<file path="config.mk">
export PLATFORM = sky130hd
export DESIGN_NAME = led_frame_shifter
export DESIGN_NICKNAME = d
export VERILOG_FILES = /design/src/rtl/lfs_pkg.sv /design/src/rtl/lfs_clk_div.sv /design/src/rtl/lfs_bit_sel.sv /design/src/rtl/lfs_seq.sv /design/src/rtl/led_frame_shifter.sv
export SDC_FILE = /design/constraint.sdc
export NUM_CORES = 1
export LEC_CHECK = 0
export BUFFER_PORTS_ARGS = -buffer_cell sky130_fd_sc_hd__buf_2
export CORE_MARGIN = 2
export CORE_UTILIZATION = 52
export DETAILED_ROUTE_END_ITERATION = 16
export PLACE_DENSITY = 0.86
export SETUP_SLACK_MARGIN = 0.02
export SLEW_MARGIN = 5
export SYNTH_ARGS = -nofsm -noshare
export SYNTH_HDL_FRONTEND = slang
export SYNTH_SLANG_ARGS = --single-unit
</file>
<file path="constraint.sdc">
create_clock -name clk -period 3 [get_ports clk]
set_input_delay 0.15 -clock clk [delete_from_list [all_inputs] [get_ports clk]]
set_output_delay 0.15 -clock clk [all_outputs]
set_load 0.03 [all_outputs]
</file>
<file path="src/rtl/lfs_pkg.sv">
package lfs_pkg;
    typedef enum logic [1:0] {
        S_LOAD = 2'd0,
        S_LOW  = 2'd1,
        S_HIGH = 2'd2
    } lfs_state_e;
endpackage

</file>
<file path="src/rtl/lfs_clk_div.sv">
module lfs_clk_div #(
    parameter int HALF_DIV = 2
) (
    input  logic clk,
    input  logic clr,
    output logic tick
);
    localparam int CW = (HALF_DIV > 1) ? $clog2(HALF_DIV) : 1;
    localparam logic [CW-1:0] LAST = CW'(HALF_DIV - 1);

    logic [CW-1:0] cnt;

    always_ff @(posedge clk) begin
        if (clr || cnt == LAST) cnt <= '0;
        else                    cnt <= cnt + CW'(1);
    end

    assign tick = !clr && (cnt == LAST);
endmodule

</file>
<file path="src/rtl/lfs_bit_sel.sv">
module lfs_bit_sel #(
    parameter int LED_W    = 30,
    parameter int LEAD_PAD = 2,
    parameter int IDX_W    = 6
) (
    input  logic             fmt,
    input  logic [LED_W-1:0] vec,
    input  logic [IDX_W-1:0] idx,
    output logic             bit_o
);
    localparam int PAY_FIRST = 2 + LEAD_PAD;
    localparam logic [IDX_W-1:0] HDR_IDX = IDX_W'(1);

    always_comb begin
        bit_o = 1'b0;
        // Header slot: start bit only in format 0
        if (idx == HDR_IDX) bit_o = ~fmt;
        for (int i = 0; i < LED_W; i++) begin
            if (idx == IDX_W'(PAY_FIRST + i)) bit_o = vec[i];
        end
    end
endmodule

</file>
<file path="src/rtl/lfs_seq.sv">
module lfs_seq
    import lfs_pkg::*;
#(
    parameter int LED_W     = 30,
    parameter int FRAME_LEN = 36,
    parameter int IDX_W     = 6
) (
    input  logic             clk,
    input  logic             rst,
    input  logic             fmt_sel,
    input  logic [LED_W-1:0] led_vec,
    input  logic             tick,
    input  logic             bit_nxt,
    output logic             div_clr,
    output logic             nxt_fmt,
    output logic [LED_W-1:0] nxt_vec,
    output logic [IDX_W-1:0] nxt_idx,
    output logic             sclk_o,
    output logic             sdata_o,
    output logic             slatch_o
);
    localparam logic [IDX_W-1:0] IDX_FIRST = IDX_W'(1);
    localparam logic [IDX_W-1:0] IDX_LAST  = IDX_W'(FRAME_LEN);

    lfs_state_e       state, nxt_state;
    logic [IDX_W-1:0] bit_idx;
    logic [LED_W-1:0] hold_q;
    logic             fmt_q;
    logic             advance, wrap, load;

    // State register
    always_ff @(posedge clk) begin
        if (rst) state <= S_LOAD;
        else     state <= nxt_state;
    end

    always_comb begin
        nxt_state = state;
        unique case (state)
            S_LOAD: nxt_state = S_LOW;
            S_LOW:  if (tick) nxt_state = S_HIGH;
            S_HIGH: if (tick) nxt_state = S_LOW;
            default: nxt_state = S_LOAD;
        endcase
    end

    always_comb begin
        advance = (state == S_HIGH) && tick;
        wrap    = advance && (bit_idx == IDX_LAST);
        load    = (state == S_LOAD) || wrap;
        div_clr = rst || (state == S_LOAD);
        nxt_idx = bit_idx;
        if (load)         nxt_idx = IDX_FIRST;
        else if (advance) nxt_idx = bit_idx + IDX_W'(1);
        nxt_vec = load ? led_vec : hold_q;
        nxt_fmt = load ? fmt_sel : fmt_q;
    end

    // Output and datapath registers
    always_ff @(posedge clk) begin
        if (rst) begin
            bit_idx  <= IDX_FIRST;
            hold_q   <= '0;
            fmt_q    <= 1'b0;
            sclk_o   <= 1'b0;
            sdata_o  <= 1'b0;
            slatch_o <= 1'b0;
        end else begin
            bit_idx <= nxt_idx;
            hold_q  <= nxt_vec;
            fmt_q   <= nxt_fmt;
            unique case (state)
                S_LOAD: begin
                    sdata_o  <= bit_nxt;
                    slatch_o <= 1'b0;
                end
                S_LOW: begin
                    if (tick) sclk_o <= 1'b1;
                end
                S_HIGH: begin
                    if (tick) begin
                        sclk_o   <= 1'b0;
                        sdata_o  <= bit_nxt;
                        slatch_o <= wrap && fmt_q;
                    end
                end
                default: sclk_o <= 1'b0;
            endcase
        end
    end


    clk_toggle_chk: assert property (@(posedge clk) disable iff (rst)
        tick |=> (sclk_o != $past(sclk_o)));

    clk_hold_chk: assert property (@(posedge clk) disable iff (rst)
        !tick |=> $stable(sclk_o));

    data_stable_chk: assert property (@(posedge clk) disable iff (rst)
        sclk_o |-> $stable(sdata_o));

    idx_range_chk: assert property (@(posedge clk) disable iff (rst)
        (bit_idx >= IDX_FIRST) && (bit_idx <= IDX_LAST));

    frame_wrap_chk: assert property (@(posedge clk) disable iff (rst)
        (advance && bit_idx == IDX_LAST) |=> (bit_idx == IDX_FIRST));

    latch_slot_chk: assert property (@(posedge clk) disable iff (rst)
        slatch_o |-> (bit_idx == IDX_FIRST));

    hold_frozen_chk: assert property (@(posedge clk) disable iff (rst)
        !load |=> $stable(hold_q));
endmodule

</file>
<file path="src/rtl/led_frame_shifter.sv">
module led_frame_shifter #(
    parameter int LED_W    = 30,
    parameter int LEAD_PAD = 2,
    parameter int TAIL_PAD = 3,
    parameter int HALF_DIV = 2
) (
    input  logic             clk,
    input  logic             rst,
    input  logic             fmt_sel,
    input  logic [LED_W-1:0] led_vec,
    output logic             sclk_o,
    output logic             sdata_o,
    output logic             slatch_o
);
    localparam int FRAME_LEN = 1 + LEAD_PAD + LED_W + TAIL_PAD;
    localparam int IDX_W     = $clog2(FRAME_LEN + 1);

    logic             tick, div_clr, bit_nxt, nxt_fmt;
    logic [LED_W-1:0] nxt_vec;
    logic [IDX_W-1:0] nxt_idx;

    lfs_clk_div #(.HALF_DIV(HALF_DIV)) div_i (
        .clk (clk),
        .clr (div_clr),
        .tick(tick)
    );

    lfs_bit_sel #(.LED_W(LED_W), .LEAD_PAD(LEAD_PAD), .IDX_W(IDX_W)) sel_i (
        .fmt  (nxt_fmt),
        .vec  (nxt_vec),
        .idx  (nxt_idx),
        .bit_o(bit_nxt)
    );

    lfs_seq #(.LED_W(LED_W), .FRAME_LEN(FRAME_LEN), .IDX_W(IDX_W)) seq_i (
        .clk     (clk),
        .rst     (rst),
        .fmt_sel (fmt_sel),
        .led_vec (led_vec),
        .tick    (tick),
        .bit_nxt (bit_nxt),
        .div_clr (div_clr),
        .nxt_fmt (nxt_fmt),
        .nxt_vec (nxt_vec),
        .nxt_idx (nxt_idx),
        .sclk_o  (sclk_o),
        .sdata_o (sdata_o),
        .slatch_o(slatch_o)
    );
endmodule

</file>
==> impl_metrics.env, run 1 <==
export IMPL_outcome="finished, final reports clean"
export IMPL_multi_input_area_mm2=0.00157
export IMPL_synth_edf_count=0
export IMPL_drc=0
export IMPL_die_w_um=74.1
export IMPL_synth_avg_cell_area_um2=7.67
export IMPL_die_area_mm2=0.00549
export IMPL_synthFlopType="dfxtp_1"
export IMPL_crit_top_cell="a221oi_1"
export IMPL_cts_max_path_buffers=2
export IMPL_synthCells=333
export IMPL_cts_sinks=43
export IMPL_antenna_found_initial=0
export IMPL_die_y_um=74.1
export IMPL_top_level_ports=36
export IMPL_grt_max_degree=41
export IMPL_cap_violations=0
export IMPL_cts_root_buf="clkbuf_8"
export IMPL_grt_pass1_wl_um=10500
export IMPL_design_area_mm2=0.00292
export IMPL_start_util=0.541
export IMPL_path_cells="nand4bb_4 > or4_4 > a2111oi_4 > nand2_1 > a221oi_1 > a221oi_1 > o22ai_1 > a21oi_2"
export IMPL_rsz0062_at_grt="no"
export IMPL_antennaDiodeCount=0
export IMPL_placed_area_mm2=0.00283
export IMPL_wl_per_cell_um=15.6
export IMPL_n_fill_cell=410
export IMPL_ant_nets=0
export IMPL_hold_viol=0
export IMPL_power_density_mw_per_mm2=409
export IMPL_crit_slowest_cell="a2111oi_4"
export IMPL_synth_top_cell_area_share=0.337
export IMPL_finalClockSkew_ps=3.77
export IMPL_synth_seq_cells=43
export IMPL_htreeDepth=2
export IMPL_drt_first_pass_iters=7
export IMPL_routed_wl_um=6750
export IMPL_worstPathArrival_ps=3030
export IMPL_cts_clk_slew_worst_paths_ps=80
export IMPL_drtIter0Drc=318
export IMPL_cellLeakagePower_uw=0.00115
export IMPL_synth_top_cell_by_area="dfxtp_1"
export IMPL_syn_num_nets=368
export IMPL_cpPeakStageDelay_ps=600
export IMPL_via_per_inst=6.08
export IMPL_p_total_uw=1190
export IMPL_track_usage=0.250
export IMPL_cts_tree="yes"
export IMPL_synthDistinctLibCells=58
export IMPL_rows=25
export IMPL_seq_area_frac_synth=0.337
export IMPL_hold_ws_ps=87.2
export IMPL_slew_viol_final=0
export IMPL_fmax_mhz=351
export IMPL_grt_pass1_vias=2222
export IMPL_cts_resized=0
export IMPL_post_cts_buffers=0
export IMPL_areaGrowthSynthToFinish_pct=14.3
export IMPL_maxSlewHeadroom=0.637
export IMPL_cp_start_kind="flip-flop"
export IMPL_cp_end_kind="flip-flop"
export IMPL_layout_drive_gt1_share=0.211
export IMPL_coreArea_mm2=0.00472
export IMPL_crit_path_max_fanout=14
export IMPL_tightest_slew_ps=545
export IMPL_vias=2628
export IMPL_gp_congestion=0.997
export IMPL_setup_viol=0
export IMPL_critical_path_class="reg -> reg"
export IMPL_cts_hold_buf=0
export IMPL_hpwl_um=4810
export IMPL_synth_area_mm2=0.00255
export IMPL_cp_required_ps=3180
export IMPL_regArea_um2=861
export IMPL_finalWorstPathRequiredPeriod_ps=2850
export IMPL_yosys_top_cells_area="dfxtp_1 34%, nand2_1 11%, a21oi_1 8.0%"
export IMPL_async_reset_ff_frac=0
export IMPL_io_buffers=35
export IMPL_yosys_warnings=0
export IMPL_peakVddDrop_mv=0.299
export IMPL_grt_remaining_overflow=0
export IMPL_post_route_period_util=0.950
export IMPL_cts_inserted_buffers=5
export IMPL_clock_latency_ps=290
export IMPL_nNetsFinal=400
export IMPL_hp_class="in -> reg"
export IMPL_tns_ps=0
-- report_power, final --
part / leakage, uW / switching (uW) / internal [uW]
logic: 0.000745 / 105 / 76.1
clock network: 0.0000470 / 193 / 181
registers: 0.000354 / 31.7 / 608
-- worst paths after layout --
path | depth (start not counted) | from | slack (ps) | end
setup / recovery | 8 | div_i.cnt | 150 | seq_i.sdata_o
hold / removal | 3 | led_vec[25] | 90 | seq_i.hold_q[25]
setup reg to reg | 8 | div_i.cnt | 150 | seq_i.sdata_o
hold reg to reg | 2 | seq_i.hold_q[17] | 460 | seq_i.hold_q[17]
-- cells by family after synthesis --
group                    after synthesis  share of synthesized area
XOR/XNOR                               3                     0.0103
multiplexers                          13                     0.0544
adder cells (fa/ha/maj)                2                    0.00979
flip-flops                            43                      0.337
buffers and inverters                 30                     0.0534
AND/OR/NAND/NOR                      148                      0.289
AO/OA/AOI/OAI                         94                      0.246
-- layer usage --
metal | vias to the layer above | GRT usage | wire, um | share of wire
li1 | 1250 | - | - | -
met1 | 1205 | 0.339 | 2850 | 0.42
met2 | 144 | 0.400 | 3110 | 0.46
met3 | 29 | 0.0339 | 564 | 0.084
met4 | 0 | 0.107 | 229 | 0.034
met5 | - | 0 | 0 | 0
-- Yosys cell counts, drive strengths merged (2+ instances only) --
cell type	n
a21boi	2
o221ai	3
nor4	2
nand3	8
a2bb2oi	2
inv	5
ha	2
nand2b	3
nand4	2
mux2	4
dfxtp	43
o21ai	15
or3	3
nand2	73
or4	2
clkbuf	14
mux2i	9
o211ai	2
a31oi	3
a2111oi	4
a221oi	2
buf	11
o31ai	2
a311oi	4
nor3b	6
a211oi	3
a21o	2
o21a	2
and2	3
xnor2	2
nor2	21
a21oi	42
nor3	13
nor2b	4
-- flip-flops by register name, indices dropped and copies added, names as in the netlist --
| name | cells |
|---|---|
| seq_i.hold_q | 30 |
| seq_i.bit_idx | 6 |
| seq_i.state | 2 |
| div_i.cnt | 1 |
| seq_i.fmt_q | 1 |
| seq_i.sclk_o | 1 |
| seq_i.sdata_o | 1 |
| seq_i.slatch_o | 1 |
-- critical path, delay by kind of cell (launching register included) --
family / cells / cell delay [ps]
AO/OA/AOI/OAI: 5 / 1200
flip-flops: 1 / 540
AND/OR/NAND/NOR: 3 / 1010
-- cell usage in the layout, fill, tap and decap left out, types with 3 or more instances in the layout --
cell / Yosys / layout
nand2_1: 72 / 72
dfxtp_1: 43 / 43
a21oi_1: 41 / 41
buf_2: 4 / 35
nor2_1: 21 / 21
o21ai_0: 15 / 15
buf_4: 5 / 14
nor3_1: 13 / 13
nand3_1: 8 / 8
mux2i_1: 8 / 8
nor3b_1: 6 / 6
clkbuf_8: 0 / 6
inv_1: 5 / 5
nor2b_1: 4 / 4
mux2_2: 4 / 4
or3_1: 3 / 3
a211oi_1: 3 / 3
and2_1: 3 / 3
nand2b_1: 3 / 3
o221ai_1: 3 / 3
-- through the flow --
stage	std cells	util	setup slack [ps]
5_1_grt	432	0.618	40.6
4_1_cts	432	0.617	70.8
3_3_place_gp	425	0.599	178
2_1_floorplan	333	-	193
3_5_place_dp	425	0.599	92.5
6_report	432	0.618	151
-- final cells by class --
| type | count | area share |
|---|---|---|
| sequential | 43 | 0.295 |
| inverter | 5 | 0.00643 |
| timing repair buffer | 50 | 0.103 |
| clock inverter | 1 | 0.00171 |
| clock buffer | 6 | 0.0283 |
| multi-input combinational | 260 | 0.537 |
| tap | 67 | 0.0287 |
Power figures use the tool's default switching activity.
==> run 2, diff against run 1 <==
--- a/config.mk
+++ b/config.mk
@@ -9,6 +9,7 @@
 export CORE_MARGIN = 2
 export CORE_UTILIZATION = 52
 export DETAILED_ROUTE_END_ITERATION = 16
+export MAX_ROUTING_LAYER = met4
 export PLACE_DENSITY = 0.86
 export SETUP_SLACK_MARGIN = 0.02
 export SLEW_MARGIN = 5
==> impl_metrics.env, run 2 (synthesized netlist as in run 1, its figures left out) <==
export IMPL_outcome="finished, final reports clean"
export IMPL_cts_max_path_buffers=2
export IMPL_largest_reg_flops=30
export IMPL_cts_inserted_buffers=5
export IMPL_setup_viol=0
export IMPL_drtIter0Drc=336
export IMPL_die_w_um=74.1
export IMPL_io_buffers=35
export IMPL_grt_pass1_wl_um=11100
export IMPL_placed_area_mm2=0.00283
export IMPL_clock_latency_ps=300
export IMPL_peakVddDrop_mv=0.279
export IMPL_rsz0062_at_grt="no"
export IMPL_post_cts_buffers=0
export IMPL_hp_class="in -> reg"
export IMPL_routed_wl_um=6680
export IMPL_n_fill_cell=431
export IMPL_p_sw_uw=338
export IMPL_p_sw_frac=0.250
export IMPL_start_util=0.541
export IMPL_fmax_mhz=351
export IMPL_ant_nets=0
export IMPL_track_usage=0.270
export IMPL_p_seq_frac=0.472
export IMPL_wl_per_cell_um=15.4
export IMPL_final_core_util=0.627
export IMPL_finalWorstPathRequiredPeriod_ps=2850
export IMPL_cts_root_buf="clkbuf_8"
export IMPL_top_level_ports=36
export IMPL_tightest_slew_ps=519
export IMPL_clock_power_share=0.396
export IMPL_layout_commonest_cell="nand2_1"
export IMPL_largest_register="seq_i.hold_q"
export IMPL_via_per_inst=6.07
export IMPL_finalClockSkew_ps=9.10
export IMPL_grt_remaining_overflow=0
export IMPL_cp_required_ps=3250
export IMPL_areaGrowthSynthToFinish_pct=15.9
export IMPL_grt_max_degree=43
export IMPL_cts_sinks=43
export IMPL_p_total_uw=1350
export IMPL_cts_tree="yes"
export IMPL_die_y_um=74.1
export IMPL_nNetsFinal=400
export IMPL_drt_first_pass_iters=5
export IMPL_hold_viol=0
export IMPL_tns_ps=0
export IMPL_post_route_period_util=0.949
export IMPL_final_cell_mix="72 x nand2_1, 43 x dfxtp_1, 41 x a21oi_1, 35 x buf_2, 21 x nor2_1"
export IMPL_cts_clk_slew_worst_paths_ps=80
export IMPL_slew_viol_final=0
export IMPL_crit_path_max_fanout=14
export IMPL_htreeDepth=2
export IMPL_cap_violations=0
export IMPL_critical_path_class="reg -> reg"
export IMPL_drc=0
export IMPL_layout_drive_gt1_share=0.210
export IMPL_rows=25
export IMPL_antenna_found_initial=0
export IMPL_pwr_share_comb=0.132
export IMPL_die_area_mm2=0.00549
export IMPL_power_density_mw_per_mm2=457
export IMPL_maxSlewHeadroom=0.654
export IMPL_p_int_uw=1020
export IMPL_antennaDiodeCount=0
export IMPL_cp_start_kind="flip-flop"
export IMPL_design_area_mm2=0.00296
export IMPL_cellLeakagePower_uw=0.00116
export IMPL_grt_pass1_vias=2342
export IMPL_multi_input_area_mm2=0.00156
export IMPL_coreArea_mm2=0.00472
export IMPL_regArea_um2=861
export IMPL_hpwl_um=4740
export IMPL_hold_ws_ps=75.0
export IMPL_top_regs="seq_i.hold_q (30), seq_i.bit_idx (6), seq_i.state (2)"
export IMPL_gp_congestion=0.982
export IMPL_worstPathArrival_ps=3090
export IMPL_cp_end_kind="flip-flop"
export IMPL_vias=2630
[run 2: cell count changes in the layout (fill, tap and decap cells not counted), sizes merged]
cell / delta
bufinv: +2
clkinv: -1
[run 2: layout make-up]
type                    count  area share
well taps                  67      0.0283
clock buffers               6      0.0245
repair buffers             50       0.101
flip-flops and latches     43       0.291
inverters                   5     0.00634
multi-input cells         260       0.528
clock inverters             2      0.0203
[run 2: power by group through the flow]
stage               Clock (uW)  Combinational (uW)  Sequential (uW)
floorplan                    0                 125              642
global placement             0                 175              650
detailed placement           0                 179              652
CTS                        542                 179              638
global route               564                 200              644
finish                     536                 179              639
[run 2: routing by layer]
metal,vias to the layer above,wire length (um),GRT usage
met3,12,544,0.0501
met1,1232,2840,0.357
met4,0,95,0.0949
met2,134,3210,0.414
met5,-,0,-
li1,1252,-,-
[run 2: final timing paths]
kind                    startpoint               end  slack [ps]  cells after the start
setup / recovery    seq_i.state[0]     seq_i.sdata_o         150                      7
hold / removal          led_vec[9]   seq_i.hold_q[9]          70                      3
setup reg to reg    seq_i.state[0]     seq_i.sdata_o         150                      7
hold reg to reg   seq_i.hold_q[28]  seq_i.hold_q[28]         460                      2
[run 2: repair_timing]
item / in CTS / in global routing
gates resized for setup: 0 / 1
setup endpoints to repair: 0 / 1
endpoints found under the hold margin: 0 / 0
hold buffers: 0 / 0
[run 2: critical path: stages (launching register included)]
cell,delay [ps]
dfxtp_1,430
nand4bb_4,390
or4_4,570
a2111oi_4,570
a21boi_1,350
o311ai_1,160
a21o_1,190
a21oi_2,120
[run 2: through the flow]
| step | cells | setup WS, ps |
|---|---|---|
| floorplan | 333 | 193 |
| detailed placement | 425 | 249 |
| global route | 433 | 32.3 |
| CTS | 433 | 206 |
| global placement | 425 | 228 |
| finish | 433 | 152 |
